==> src/rtl/wpt_pkg.sv <==
// Shared types and helpers for the masked watchpoint comparator unit.
// Assumes 32-bit addresses and data and a 4-bit mask-size field.
package wpt_pkg;
    localparam int ADDR_W = 32;
    localparam int MASK_W = 4;
    localparam int CODE_W = 4;
    localparam int LINK_W = 4;

    typedef struct packed {
        logic [ADDR_W-1:0] ref_val;
        logic [MASK_W-1:0] mask;
        logic [CODE_W-1:0] code;
        logic              cyc_sel;
        logic              val_en;
        logic              link_b_en;
        logic [1:0]        val_size;
        logic [LINK_W-1:0] link_a;
        logic [LINK_W-1:0] link_b;
    } cmp_cfg_t;

    // Bits kept for comparison once the low n bits are discarded.
    function automatic logic [ADDR_W-1:0] keep_mask(input logic [MASK_W-1:0] n);
        return ~((ADDR_W'(1) << n) - ADDR_W'(1));
    endfunction
endpackage

==> src/rtl/wpt_regs.sv <==
// Register storage for all comparators plus the sticky hit flags.
// Assumes one register access per cycle; reads are combinational and a
// control read clears the flag at the next edge unless a new hit arrives.
module wpt_regs
    import wpt_pkg::*;
#(
    parameter int NUM_CMP = 4,
    localparam int IDX_W = $clog2(NUM_CMP)
) (
    input  logic              clk,
    input  logic              rst_n,
    input  logic              cfg_wr,
    input  logic              cfg_rd,
    input  logic [IDX_W-1:0]  cfg_idx,
    input  logic [1:0]        cfg_sel,
    input  logic [31:0]       cfg_wdata,
    input  logic [NUM_CMP-1:0] evt,
    output cmp_cfg_t          cfg_o [NUM_CMP],
    output logic [31:0]       cfg_rdata
);
    localparam logic [1:0] SEL_REF  = 2'd0;
    localparam logic [1:0] SEL_MASK = 2'd1;
    localparam logic [1:0] SEL_CTRL = 2'd2;

    logic [NUM_CMP-1:0] matched;

    for (genvar i = 0; i < NUM_CMP; i++) begin : g_cmp
        cmp_cfg_t cfg_q;
        logic     wr_here;
        logic     clr_here;

        assign wr_here  = cfg_wr && (cfg_idx == IDX_W'(i));
        assign clr_here = cfg_rd && (cfg_idx == IDX_W'(i)) && (cfg_sel == SEL_CTRL);

        // Configuration fields; special bits exist only on their comparator.
        always_ff @(posedge clk) begin
            if (!rst_n) begin
                cfg_q <= '0;
            end else if (wr_here) begin
                case (cfg_sel)
                    SEL_REF:  cfg_q.ref_val <= cfg_wdata;
                    SEL_MASK: cfg_q.mask    <= cfg_wdata[MASK_W-1:0];
                    SEL_CTRL: begin
                        cfg_q.code <= cfg_wdata[CODE_W-1:0];
                        if (i == 0) cfg_q.cyc_sel <= cfg_wdata[4];
                        if (i == 1) begin
                            cfg_q.val_en    <= cfg_wdata[5];
                            cfg_q.link_b_en <= cfg_wdata[6];
                            cfg_q.val_size  <= cfg_wdata[9:8];
                            cfg_q.link_a    <= cfg_wdata[15:12];
                            cfg_q.link_b    <= cfg_wdata[19:16];
                        end
                    end
                    default: ;
                endcase
            end
        end

        // Sticky hit flag: a new hit wins over a clearing read.
        always_ff @(posedge clk) begin
            if (!rst_n)        matched[i] <= 1'b0;
            else if (evt[i])   matched[i] <= 1'b1;
            else if (clr_here) matched[i] <= 1'b0;
        end

        assign cfg_o[i] = cfg_q;

        a_r7_flag_sticky: assert property (@(posedge clk) disable iff (!rst_n)
            (matched[i] && !clr_here) |=> matched[i]);
        a_r7_flag_cleared: assert property (@(posedge clk) disable iff (!rst_n)
            (clr_here && !evt[i]) |=> !matched[i]);
        if (i != 0) begin : g_nocyc
            a_r8_cyc_only_first: assert property (@(posedge clk) disable iff (!rst_n)
                !cfg_q.cyc_sel);
        end
    end

    // Read data mux over the selected comparator.
    always_comb begin
        cmp_cfg_t c;
        c = cfg_o[cfg_idx];
        cfg_rdata = '0;
        case (cfg_sel)
            SEL_REF:  cfg_rdata = c.ref_val;
            SEL_MASK: cfg_rdata[MASK_W-1:0] = c.mask;
            SEL_CTRL: begin
                cfg_rdata[31]    = matched[cfg_idx];
                cfg_rdata[19:16] = c.link_b;
                cfg_rdata[15:12] = c.link_a;
                cfg_rdata[9:8]   = c.val_size;
                cfg_rdata[6]     = c.link_b_en;
                cfg_rdata[5]     = c.val_en;
                cfg_rdata[4]     = c.cyc_sel;
                cfg_rdata[3:0]   = c.code;
            end
            default: ;
        endcase
    end
endmodule

==> src/rtl/wpt_match.sv <==
// Address, PC and cycle comparison for one comparator.
// Assumes naturally aligned accesses: the access size widens the ignored
// low-bit range so that any covered byte inside the reference range hits.
module wpt_match
    import wpt_pkg::*;
(
    input  cmp_cfg_t          cfg,
    input  logic [ADDR_W-1:0] bus_addr,
    input  logic [1:0]        bus_size,
    input  logic [ADDR_W-1:0] pc_value,
    input  logic [ADDR_W-1:0] cycle_count,
    output logic              addr_hit,
    output logic              pc_hit,
    output logic              cyc_hit
);
    logic [MASK_W-1:0] eff_bits;
    logic [ADDR_W-1:0] keep_acc;
    logic [ADDR_W-1:0] keep_ref;

    // Masked equality for data address, PC and cycle count.
    always_comb begin
        eff_bits = (MASK_W'(bus_size) > cfg.mask) ? MASK_W'(bus_size) : cfg.mask;
        keep_acc = keep_mask(eff_bits);
        keep_ref = keep_mask(cfg.mask);
        addr_hit = ((bus_addr ^ cfg.ref_val) & keep_acc) == '0;
        pc_hit   = ((pc_value ^ cfg.ref_val) & keep_ref) == '0;
        cyc_hit  = ((cycle_count ^ cfg.ref_val) & keep_ref) == '0;
    end
endmodule

==> src/rtl/wpt_event.sv <==
// Mode decoding, value matching with links, and output pulse registers.
// Assumes comparator 1 is the only value-capable one and comparator 0 the
// only cycle-capable one; link indices beyond the comparator count qualify nothing.
module wpt_event
    import wpt_pkg::*;
#(
    parameter int NUM_CMP = 4
) (
    input  logic               clk,
    input  logic               rst_n,
    input  cmp_cfg_t           cfg [NUM_CMP],
    input  logic [NUM_CMP-1:0] addr_hit,
    input  logic [NUM_CMP-1:0] pc_hit,
    input  logic [NUM_CMP-1:0] cyc_hit,
    input  logic               bus_valid,
    input  logic               bus_write,
    input  logic               bus_fault,
    input  logic [ADDR_W-1:0]  bus_data,
    input  logic               pc_valid,
    output logic [NUM_CMP-1:0] evt,
    output logic               halt_pulse,
    output logic               trig_pulse
);
    logic               val_on;
    logic               link_ok;
    logic               data_hit;
    logic [NUM_CMP-1:0] ovr;
    logic [NUM_CMP-1:0] is_watch;
    logic [NUM_CMP-1:0] is_trig;

    // Link qualification and override of linked comparators.
    always_comb begin
        val_on  = cfg[1].val_en;
        link_ok = 1'b0;
        ovr     = '0;
        for (int j = 0; j < NUM_CMP; j++) begin
            if (cfg[1].link_a == LINK_W'(j)) begin
                link_ok = link_ok | addr_hit[j];
                if (val_on && j != 1) ovr[j] = 1'b1;
            end
            if (cfg[1].link_b_en && cfg[1].link_b == LINK_W'(j)) begin
                link_ok = link_ok | addr_hit[j];
                if (val_on && j != 1) ovr[j] = 1'b1;
            end
        end
    end

    // Data value comparison at the configured width.
    always_comb begin
        case (cfg[1].val_size)
            2'd0:    data_hit = bus_data[7:0]  == cfg[1].ref_val[7:0];
            2'd1:    data_hit = bus_data[15:0] == cfg[1].ref_val[15:0];
            2'd2:    data_hit = bus_data == cfg[1].ref_val;
            default: data_hit = 1'b0;
        endcase
    end

    for (genvar i = 0; i < NUM_CMP; i++) begin : g_dec
        logic       cond;
        logic [1:0] kind;

        assign kind        = cfg[i].code[1:0];
        assign is_watch[i] = cfg[i].code[3:2] == 2'b01;
        assign is_trig[i]  = cfg[i].code[3:2] == 2'b10;

        // Raw condition for this comparator under its current mode.
        always_comb begin
            logic dir_ok;
            case (kind)
                2'd0:    cond = pc_valid && pc_hit[i];
                2'd1:    cond = bus_valid && !bus_write && addr_hit[i];
                2'd2:    cond = bus_valid && bus_write && addr_hit[i];
                default: cond = bus_valid && addr_hit[i];
            endcase
            if (cfg[i].cyc_sel) cond = cyc_hit[i];
            dir_ok = (kind == 2'd3) || (kind == 2'd1 && !bus_write) || (kind == 2'd2 && bus_write);
            if (i == 1 && val_on)
                cond = bus_valid && !bus_fault && dir_ok && data_hit && link_ok;
        end

        assign evt[i] = cond && (is_watch[i] || is_trig[i]) && !ovr[i];
    end

    // One-cycle pulses, ORed across comparators.
    always_ff @(posedge clk) begin
        if (!rst_n) begin
            halt_pulse <= 1'b0;
            trig_pulse <= 1'b0;
        end else begin
            halt_pulse <= |(evt & is_watch);
            trig_pulse <= |(evt & is_trig);
        end
    end

    a_r6_no_watch_code_no_halt: assert property (@(posedge clk) disable iff (!rst_n)
        !(|is_watch) |=> !halt_pulse);
    a_r6_no_trig_code_no_trig: assert property (@(posedge clk) disable iff (!rst_n)
        !(|is_trig) |=> !trig_pulse);
    a_r10_fault_blocks_value: assert property (@(posedge clk) disable iff (!rst_n)
        (val_on && bus_fault && !cfg[1].cyc_sel) |-> !evt[1]);
endmodule

==> src/rtl/wpt_unit.sv <==
// Top of the masked watchpoint comparator unit: register port, one
// comparison slice per comparator and the shared event decoder.
// Assumes at most one PC and one data access per cycle.
module wpt_unit
    import wpt_pkg::*;
#(
    parameter int NUM_CMP = 4,
    localparam int IDX_W = $clog2(NUM_CMP)
) (
    input  logic              clk,
    input  logic              rst_n,
    input  logic              cfg_wr,
    input  logic              cfg_rd,
    input  logic [IDX_W-1:0]  cfg_idx,
    input  logic [1:0]        cfg_sel,
    input  logic [31:0]       cfg_wdata,
    output logic [31:0]       cfg_rdata,
    input  logic              bus_valid,
    input  logic [31:0]       bus_addr,
    input  logic [1:0]        bus_size,
    input  logic              bus_write,
    input  logic              bus_fault,
    input  logic [31:0]       bus_data,
    input  logic              pc_valid,
    input  logic [31:0]       pc_value,
    input  logic [31:0]       cycle_count,
    output logic              halt_pulse,
    output logic              trig_pulse
);
    cmp_cfg_t           cfg [NUM_CMP];
    logic [NUM_CMP-1:0] evt;
    logic [NUM_CMP-1:0] addr_hit;
    logic [NUM_CMP-1:0] pc_hit;
    logic [NUM_CMP-1:0] cyc_hit;

    wpt_regs #(.NUM_CMP(NUM_CMP)) u_regs (
        .clk(clk), .rst_n(rst_n), .cfg_wr(cfg_wr), .cfg_rd(cfg_rd),
        .cfg_idx(cfg_idx), .cfg_sel(cfg_sel), .cfg_wdata(cfg_wdata),
        .evt(evt), .cfg_o(cfg), .cfg_rdata(cfg_rdata)
    );

    for (genvar i = 0; i < NUM_CMP; i++) begin : g_slice
        wpt_match u_match (
            .cfg(cfg[i]), .bus_addr(bus_addr), .bus_size(bus_size),
            .pc_value(pc_value), .cycle_count(cycle_count),
            .addr_hit(addr_hit[i]), .pc_hit(pc_hit[i]), .cyc_hit(cyc_hit[i])
        );
    end

    wpt_event #(.NUM_CMP(NUM_CMP)) u_event (
        .clk(clk), .rst_n(rst_n), .cfg(cfg), .addr_hit(addr_hit),
        .pc_hit(pc_hit), .cyc_hit(cyc_hit), .bus_valid(bus_valid),
        .bus_write(bus_write), .bus_fault(bus_fault), .bus_data(bus_data),
        .pc_valid(pc_valid), .evt(evt), .halt_pulse(halt_pulse),
        .trig_pulse(trig_pulse)
    );

    a_r4_halt_needs_activity: assert property (@(posedge clk) disable iff (!rst_n)
        halt_pulse |-> $past(bus_valid || pc_valid || cfg[0].cyc_sel));
    a_r13_trig_needs_activity: assert property (@(posedge clk) disable iff (!rst_n)
        trig_pulse |-> $past(bus_valid || pc_valid || cfg[0].cyc_sel));
endmodule

==> config.mk <==
export PLATFORM = sky130hd
export DESIGN_NAME = wpt_unit
export DESIGN_NICKNAME = d
export VERILOG_FILES = /design/src/rtl/wpt_pkg.sv /design/src/rtl/wpt_regs.sv /design/src/rtl/wpt_match.sv /design/src/rtl/wpt_event.sv /design/src/rtl/wpt_unit.sv
export SDC_FILE = /design/constraint.sdc
export NUM_CORES = 1
export LEC_CHECK = 0
export ABC_AREA = 1
export CAP_MARGIN = 10
export CORE_ASPECT_RATIO = 1.5
export CORE_MARGIN = 3
export CORE_UTILIZATION = 46
export DETAILED_ROUTE_END_ITERATION = 16
export DONT_BUFFER_PORTS = 1
export GPL_TIMING_DRIVEN = 0
export PLACE_DENSITY_LB_ADDON = 0.1
export SLEW_MARGIN = 30
export SYNTH_ARGS = -nofsm -noshare
export SYNTH_HDL_FRONTEND = slang
export SYNTH_HIERARCHICAL = 1
export SYNTH_SLANG_ARGS = --single-unit
==> constraint.sdc <==
create_clock -name clk -period 6.4 [get_ports clk]
set_clock_uncertainty 0.1 [all_clocks]
set_input_delay 1.28 -clock clk [delete_from_list [all_inputs] [get_ports clk]]
set_output_delay 1.28 -clock clk [all_outputs]
set_load 0.01 [all_outputs]
# After elaboration in Yosys (flattened, before gate mapping)
# Cells that the tools add are included.
totals:
  ff_bits: 179
  inputBits: 174
  out_inout_bits: 34
op_classes:
  addsub: 8
  n_lt_le_gt_ge: 6
  n_eq_ne: 33
  shifts: 8
  n_mux: 50
  bitwise: 36
  reduce_logical: 94
ops:
  columns: ["cell", "count"]
  rows:
  - ["$and A32 B32 Y32", 9]
  - ["$logic_not A32 Y1", 9]
  - ["$xor A32 B32 Y32", 9]
  - ["$not A32 Y32", 8]
  - ["$shl A1 B4 Y32 const A", 8]
  - ["$sub A32 B2 Y32 const B", 8]
  - ["$bmux W53 S2", 1]
  - ["$mux W53", 2]
  - ["$logic_and A1 B1 Y1", 47]
  - ["$eq A32 B32 Y1", 1]
  - ["$mux W1", 30]
  - ["$eq A2 B2 Y1 const B", 13]
  - ["$reduce_and A2 Y1", 12]
  - ["$eq A2 B1 Y1 const B", 11]
  - ["$eq A16 B16 Y1", 1]
  - ["$eq A4 B2 Y1 const B", 4]
  - ["$gt A2 B4 Y1", 4]
  - ["$mux W4", 4]
  - ["$pmux W8 S2", 1]
  - ["$pmux W1 S3", 5]
  - ["$logic_not A2 Y1", 7]
  - ["$pmux W4 S3", 1]
  - ["$mux W11", 1]
  - ["$and A4 B4 Y4", 2]
  - ["16 further kinds", 37]

# Depth between registers and ports, before layout
depth:
  depth_word: 27
  mapped_depth: 27

# Modules after synthesis
# The synthesis kept the hierarchy.
modules_own_cells:
  columns: ["module", "n_inst", "cells_each", "area_each_um2"]
  rows:
  - ["wpt_regs", 1, 1315, 8365.5]
  - ["wpt_match at g_slice[0].u_match ...", 3, 350, 1996.9]
  - ["wpt_match at g_slice[3].u_match", 1, 341, 1985.7]
  - ["wpt_event", 1, 240, 1310.0]

# Worst setup path after synthesis
# Ideal clock, no wire load.
synth_path:
  path_kind: "input to register"
  startpoint: "in bus_size[0]"
  endpoint: "reg u_regs.matched[1]"
  arrival_ns: 3.566
  t_required_ns: 6.230
  slack_ns: 2.664
  stages: 26
  cell_sequence: "inv_1 ha_1 nand2_1 nand2_2 clkinv_2 nand2_4 nand2_2 nand2_2 nor2_2 nand3_1 ha_1 nand3_1 o21ai_0 nor2_1 nand4_1 nor2_1 nand3_1 nor2_1 nand2_1 nand2_1 nor2_1 nor2_2 nand2_2 a21oi_1 inv_1 a21oi_1"
synth_lines:
  columns: ["item", "line", "text"]
  rows:
  - ["start, declared", "wpt_unit.sv:20", "input logic [1:0] bus_size,"]
  - ["$gt A2 B4 Y1", "wpt_match.sv:22", "eff_bits = (MASK_W'(bus_size) > cfg.mask) ? MASK_W'(bus_size) : cfg.mask;"]
  - ["$mux W4 *", "wpt_match.sv:22", null]
  - ["$shl A1 B4 Y32 *", "wpt_pkg.sv:23", "return ~((ADDR_W'(1) << n) - ADDR_W'(1));"]
  - ["$sub A32 B2 Y32 *", "wpt_pkg.sv:23", null]
  - ["$not A32 Y32 *", "wpt_pkg.sv:23", null]
  - ["$and A32 B32 Y32 *", "wpt_match.sv:25", "addr_hit = ((bus_addr ^ cfg.ref_val) & keep_acc) == '0;"]
  - ["$logic_not A32 Y1 *", "wpt_match.sv:25", null]
  - ["named net addr_hit[1]", "wpt_unit.sv:32", "logic [NUM_CMP-1:0] addr_hit;"]
  - ["[... 9 more ...]", null, null]
  - ["$mux W1", "wpt_event.sv:37", "if (cfg[1].link_a == LINK_W'(j)) begin"]
  - ["$or A1 B1 Y1", "wpt_event.sv:42", "link_ok = link_ok | addr_hit[j];"]
  - ["$mux W1", "wpt_event.sv:41", "if (cfg[1].link_b_en && cfg[1].link_b == LINK_W'(j)) begin"]
  - ["$logic_and A1 B1 Y1", "wpt_event.sv:78", "cond = bus_valid && !bus_fault && dir_ok && data_hit && link_ok;"]
  - ["$mux W1 *", "wpt_event.sv:77", "if (i == 1 && val_on)"]
  - ["$logic_and A1 B1 Y1 *", "wpt_event.sv:81", "assign evt[i] = cond && (is_watch[i] || is_trig[i]) && !ovr[i];"]
  - ["named net evt[1]", "wpt_unit.sv:31", "logic [NUM_CMP-1:0] evt;"]
  - ["$mux W1 or $reduce_bool A2 Y1 (tied branches)", null, null]
  - ["end signal, assigned by index", "wpt_regs.sv:61", "if (!rst_n) matched[i] <= 1'b0;"]
  - ["end signal, assigned by index", "wpt_regs.sv:62", "else if (evt[i]) matched[i] <= 1'b1;"]
  - ["end signal, assigned by index", "wpt_regs.sv:63", "else if (clr_here) matched[i] <= 1'b0;"]
  - ["end, declared", "wpt_regs.sv:25", "logic [NUM_CMP-1:0] matched;"]
# Mark *: on every way through the listed nets, which the timed path passes. The rest lies on a longest branch.
# A chain may end at the register's enable or synchronous reset.

# Final worst setup path
layout_path:
  startpoint: "in bus_size[0]"
  endpoint: "reg u_event.halt_pulse"
layout_lines:
  columns: ["item", "line", "text"]
  rows:
  - ["$gt A2 B4 Y1", "wpt_match.sv:22", null]
  - ["$mux W4 *", "wpt_match.sv:22", null]
  - ["$shl A1 B4 Y32 *", "wpt_pkg.sv:23", null]
  - ["$sub A32 B2 Y32 *", "wpt_pkg.sv:23", null]
  - ["$not A32 Y32 *", "wpt_pkg.sv:23", null]
  - ["$and A32 B32 Y32 *", "wpt_match.sv:25", null]
  - ["$logic_not A32 Y1 *", "wpt_match.sv:25", null]
  - ["named net addr_hit[2]", "wpt_unit.sv:32", null]
  - ["$logic_and A1 B1 Y1 (on tied branches)", "wpt_event.sv:73, wpt_event.sv:71, wpt_event.sv:72", null]
  - ["$pmux W1 S3 *", "wpt_event.sv:69", "case (kind)"]
  - ["$logic_and A1 B1 Y1 * (2 in a row)", "wpt_event.sv:81", null]
  - ["named net evt[2]", "wpt_unit.sv:31", null]
  - ["$and A4 B4 Y4 *", "wpt_event.sv:90", "halt_pulse <= |(evt & is_watch);"]
  - ["$reduce_or A4 Y1 *", "wpt_event.sv:90", null]
  - ["end signal, assigned", "wpt_event.sv:90", null]
  - ["end, declared", "wpt_event.sv:21", "output logic halt_pulse,"]
# Marks and branches as above.

==> impl_metrics.tcl <==
set metrics [dict create \
    status "complete, no violations" \
    worstSetupStartpointType "input port" \
    max-vdd-ir-drop_mv 0.217 \
    diodes 0 \
    fp.dieW_microns 165 \
    final_max_slew_viol_count 0 \
    path_cells "inv_1 -> ha_1 -> nand2_1 -> nand2_2 -> clkinv_2 -> nand2_4 -> nand2_2 -> nand2_2 -> nor2_2 -> nand3_1 -> ha_1 -> nand3_1 -> o21ai_0 -> nor2_1 -> nand4_1 -> nor2_1 -> nand3_1 -> nor2_1 -> nand3_1 -> nand3b_1 -> and3_1 -> a21oi_1 -> a21oi_1" \
    end_kind "flip-flop" \
    hp-class "flip-flop to flip-flop" \
    syn_avg_cell_area_sq_um 5.97 \
    tns_ns 0 \
    synthToLayoutAreaGrowth_pct 7.18 \
    antenna_found_initial 4 \
    drtIter0Drc 1885 \
    crit_path_top_delay_cell "nor2_1" \
    fp-row-count 86 \
    finalSetupViolations 0 \
    drt_wl_total_microns 84200 \
    wire_per_inst_microns 24.6 \
    timing.final.crit_share_pct 68.4 \
    globalRouteOverflowTotal 0 \
    cts_setup_buffers 0 \
    cts.sinks 179 \
    powerDensity_mw_per_mm2 164 \
    start_util_pct 47.0 \
    dieArea_sq_mm 0.0402 \
    grt_usage_pct 40.8 \
    via_per_inst 5.67 \
    cts_tree "built" \
    fp.coreArea_sq_mm 0.0370 \
    post-route-util_pct 50.3 \
    cts_hold_buf 0 \
    drt_pass1_iterations 5 \
    fp.dieH_microns 244 \
    fin_nets 3149 \
    cts_root_buf "clkbuf_16" \
    grt_pass1_vias 18300 \
    grt_first_pass_wirelength_microns 119000 \
    clkTransAtPathRegs_ns 0.09 \
    yosysWarnings 6 \
    cp_max_fo 5 \
    hpwl_microns 69600 \
    worstMarginPinSlew_ns 1.05 \
    drive_gt1_share_pct 7.47 \
    cts_resized 0 \
    clock_latency_ns 0.46 \
    h-tree-depth 4 \
    crit_top_cell "nand3_1" \
    netlist_area_sq_mm 0.0174 \
    clockBufferDepth 2 \
    maxCapViolations 0 \
    ioPinCount 208 \
    port_buffers 0 \
    cts_buffers 17 \
    drcViolationCount 0 \
    min_period_ns 4.37 \
    max_slew_margin_pct 29.9 \
    max_stage_delay_ns 0.56 \
    crit_required_ns 6.69 \
    rsz0062_at_grt "no" \
    netlist_instances 2910 \
    grt_max_degree 20 \
    gp_congestion 1.10 \
    p_leak_uw 0.00858 \
    num_vias 19400 \
    worstSetupPathType "input port to flip-flop" \
    critPathArrivalTime_ns 4.67 \
    ant_nets 0 \
    final_hold_viol_count 0 \
    max_freq_mhz 229 \
]
## metal layers
| metal | share of wire [%] | track usage (%) |
|---|---|---|
| met5 | 0.030 | 0 |
| met4 | 10 | 33.3 |
| met3 | 8.8 | 9.56 |
| met2 | 47 | 68.8 |
| met1 | 34 | 42.5 |
## final timing paths
| path | slack (ns) | cells past startpoint | from | endpoint |
|---|---|---|---|---|
| max | 2.03 | 23 | bus_size[0] | u_event/halt_pulse |
| min | 0.39 | 2 | u_regs/matched[1] | u_regs/matched[1] |
| max reg2reg | 2.04 | 22 | u_regs/cfg_o[71] | u_event/halt_pulse |
| min reg2reg | 0.39 | 2 | u_regs/matched[1] | u_regs/matched[1] |
## cell usage in the layout (no fill, tap or decap), types with 25 or more instances in the layout
cell type and count:
nand2_1 777, nand3_1 175, nand2_2 25, a21oi_1 45
nand4_1 55, buf_4 25, o21ai_1 25, inv_1 219
xor2_1 201, clkbuf_1 36, nor2_1 567, o21ai_0 197
xnor2_1 119, ha_1 44, dfxtp_1 179, or2_2 34
## where the power goes
| part | switching, uW | internal [uW] | leakage, uW |
|---|---|---|---|
| Sequential | 66.9 | 1140 | 0.00145 |
| Combinational | 436 | 259 | 0.00682 |
| Clock | 559 | 605 | 0.000308 |
| Total | 1060 | 2000 | 0.00858 |
## flip-flops by register name, indices dropped and copies added, names as in the netlist
| name | cells |
|---|---|
| u_regs/matched | 4 |
| u_event/trig_pulse | 1 |
| u_event/halt_pulse | 1 |
| u_regs/cfg_o | 173 |
## area by class of cell
cell class                      instances  area, sq um
Inverter                              250          947
Clock inverter                         15          209
Sequential cell                       179         3580
Fill cell                            4020        18400
Clock buffer                           17          425
Buffer                                 98          574
Tap cell                              484          606
Multi-Input combinational cell       2385        12300
## metrics by stage
stage / total power (uW) / worst slack (ns) / hold slack (ns) / cell area (sq um) / std cells
global route: 3170 / 1.69 / 0.387 / 18600 / 3428
detailed placement: 1900 / 1.63 / 0.361 / 18000 / 3396
finish: 3060 / 2.03 / 0.386 / 18600 / 3428
global placement: 1890 / 1.65 / 0.354 / 18000 / 3396
CTS: 3040 / 2.10 / 0.377 / 18600 / 3428
floorplan: 1700 / 2.66 / 0.339 / 17400 / 2912
## critical path: cells and delay by family
family | cells | cell delay [ns]
and+or+nand+nor | 16 | 2.31
adders and majority gates | 2 | 0.60
AOI/OAI and AO/OA | 3 | 0.34
buffers and inverters | 2 | 0.12
Power figures use the tool's default switching activity.
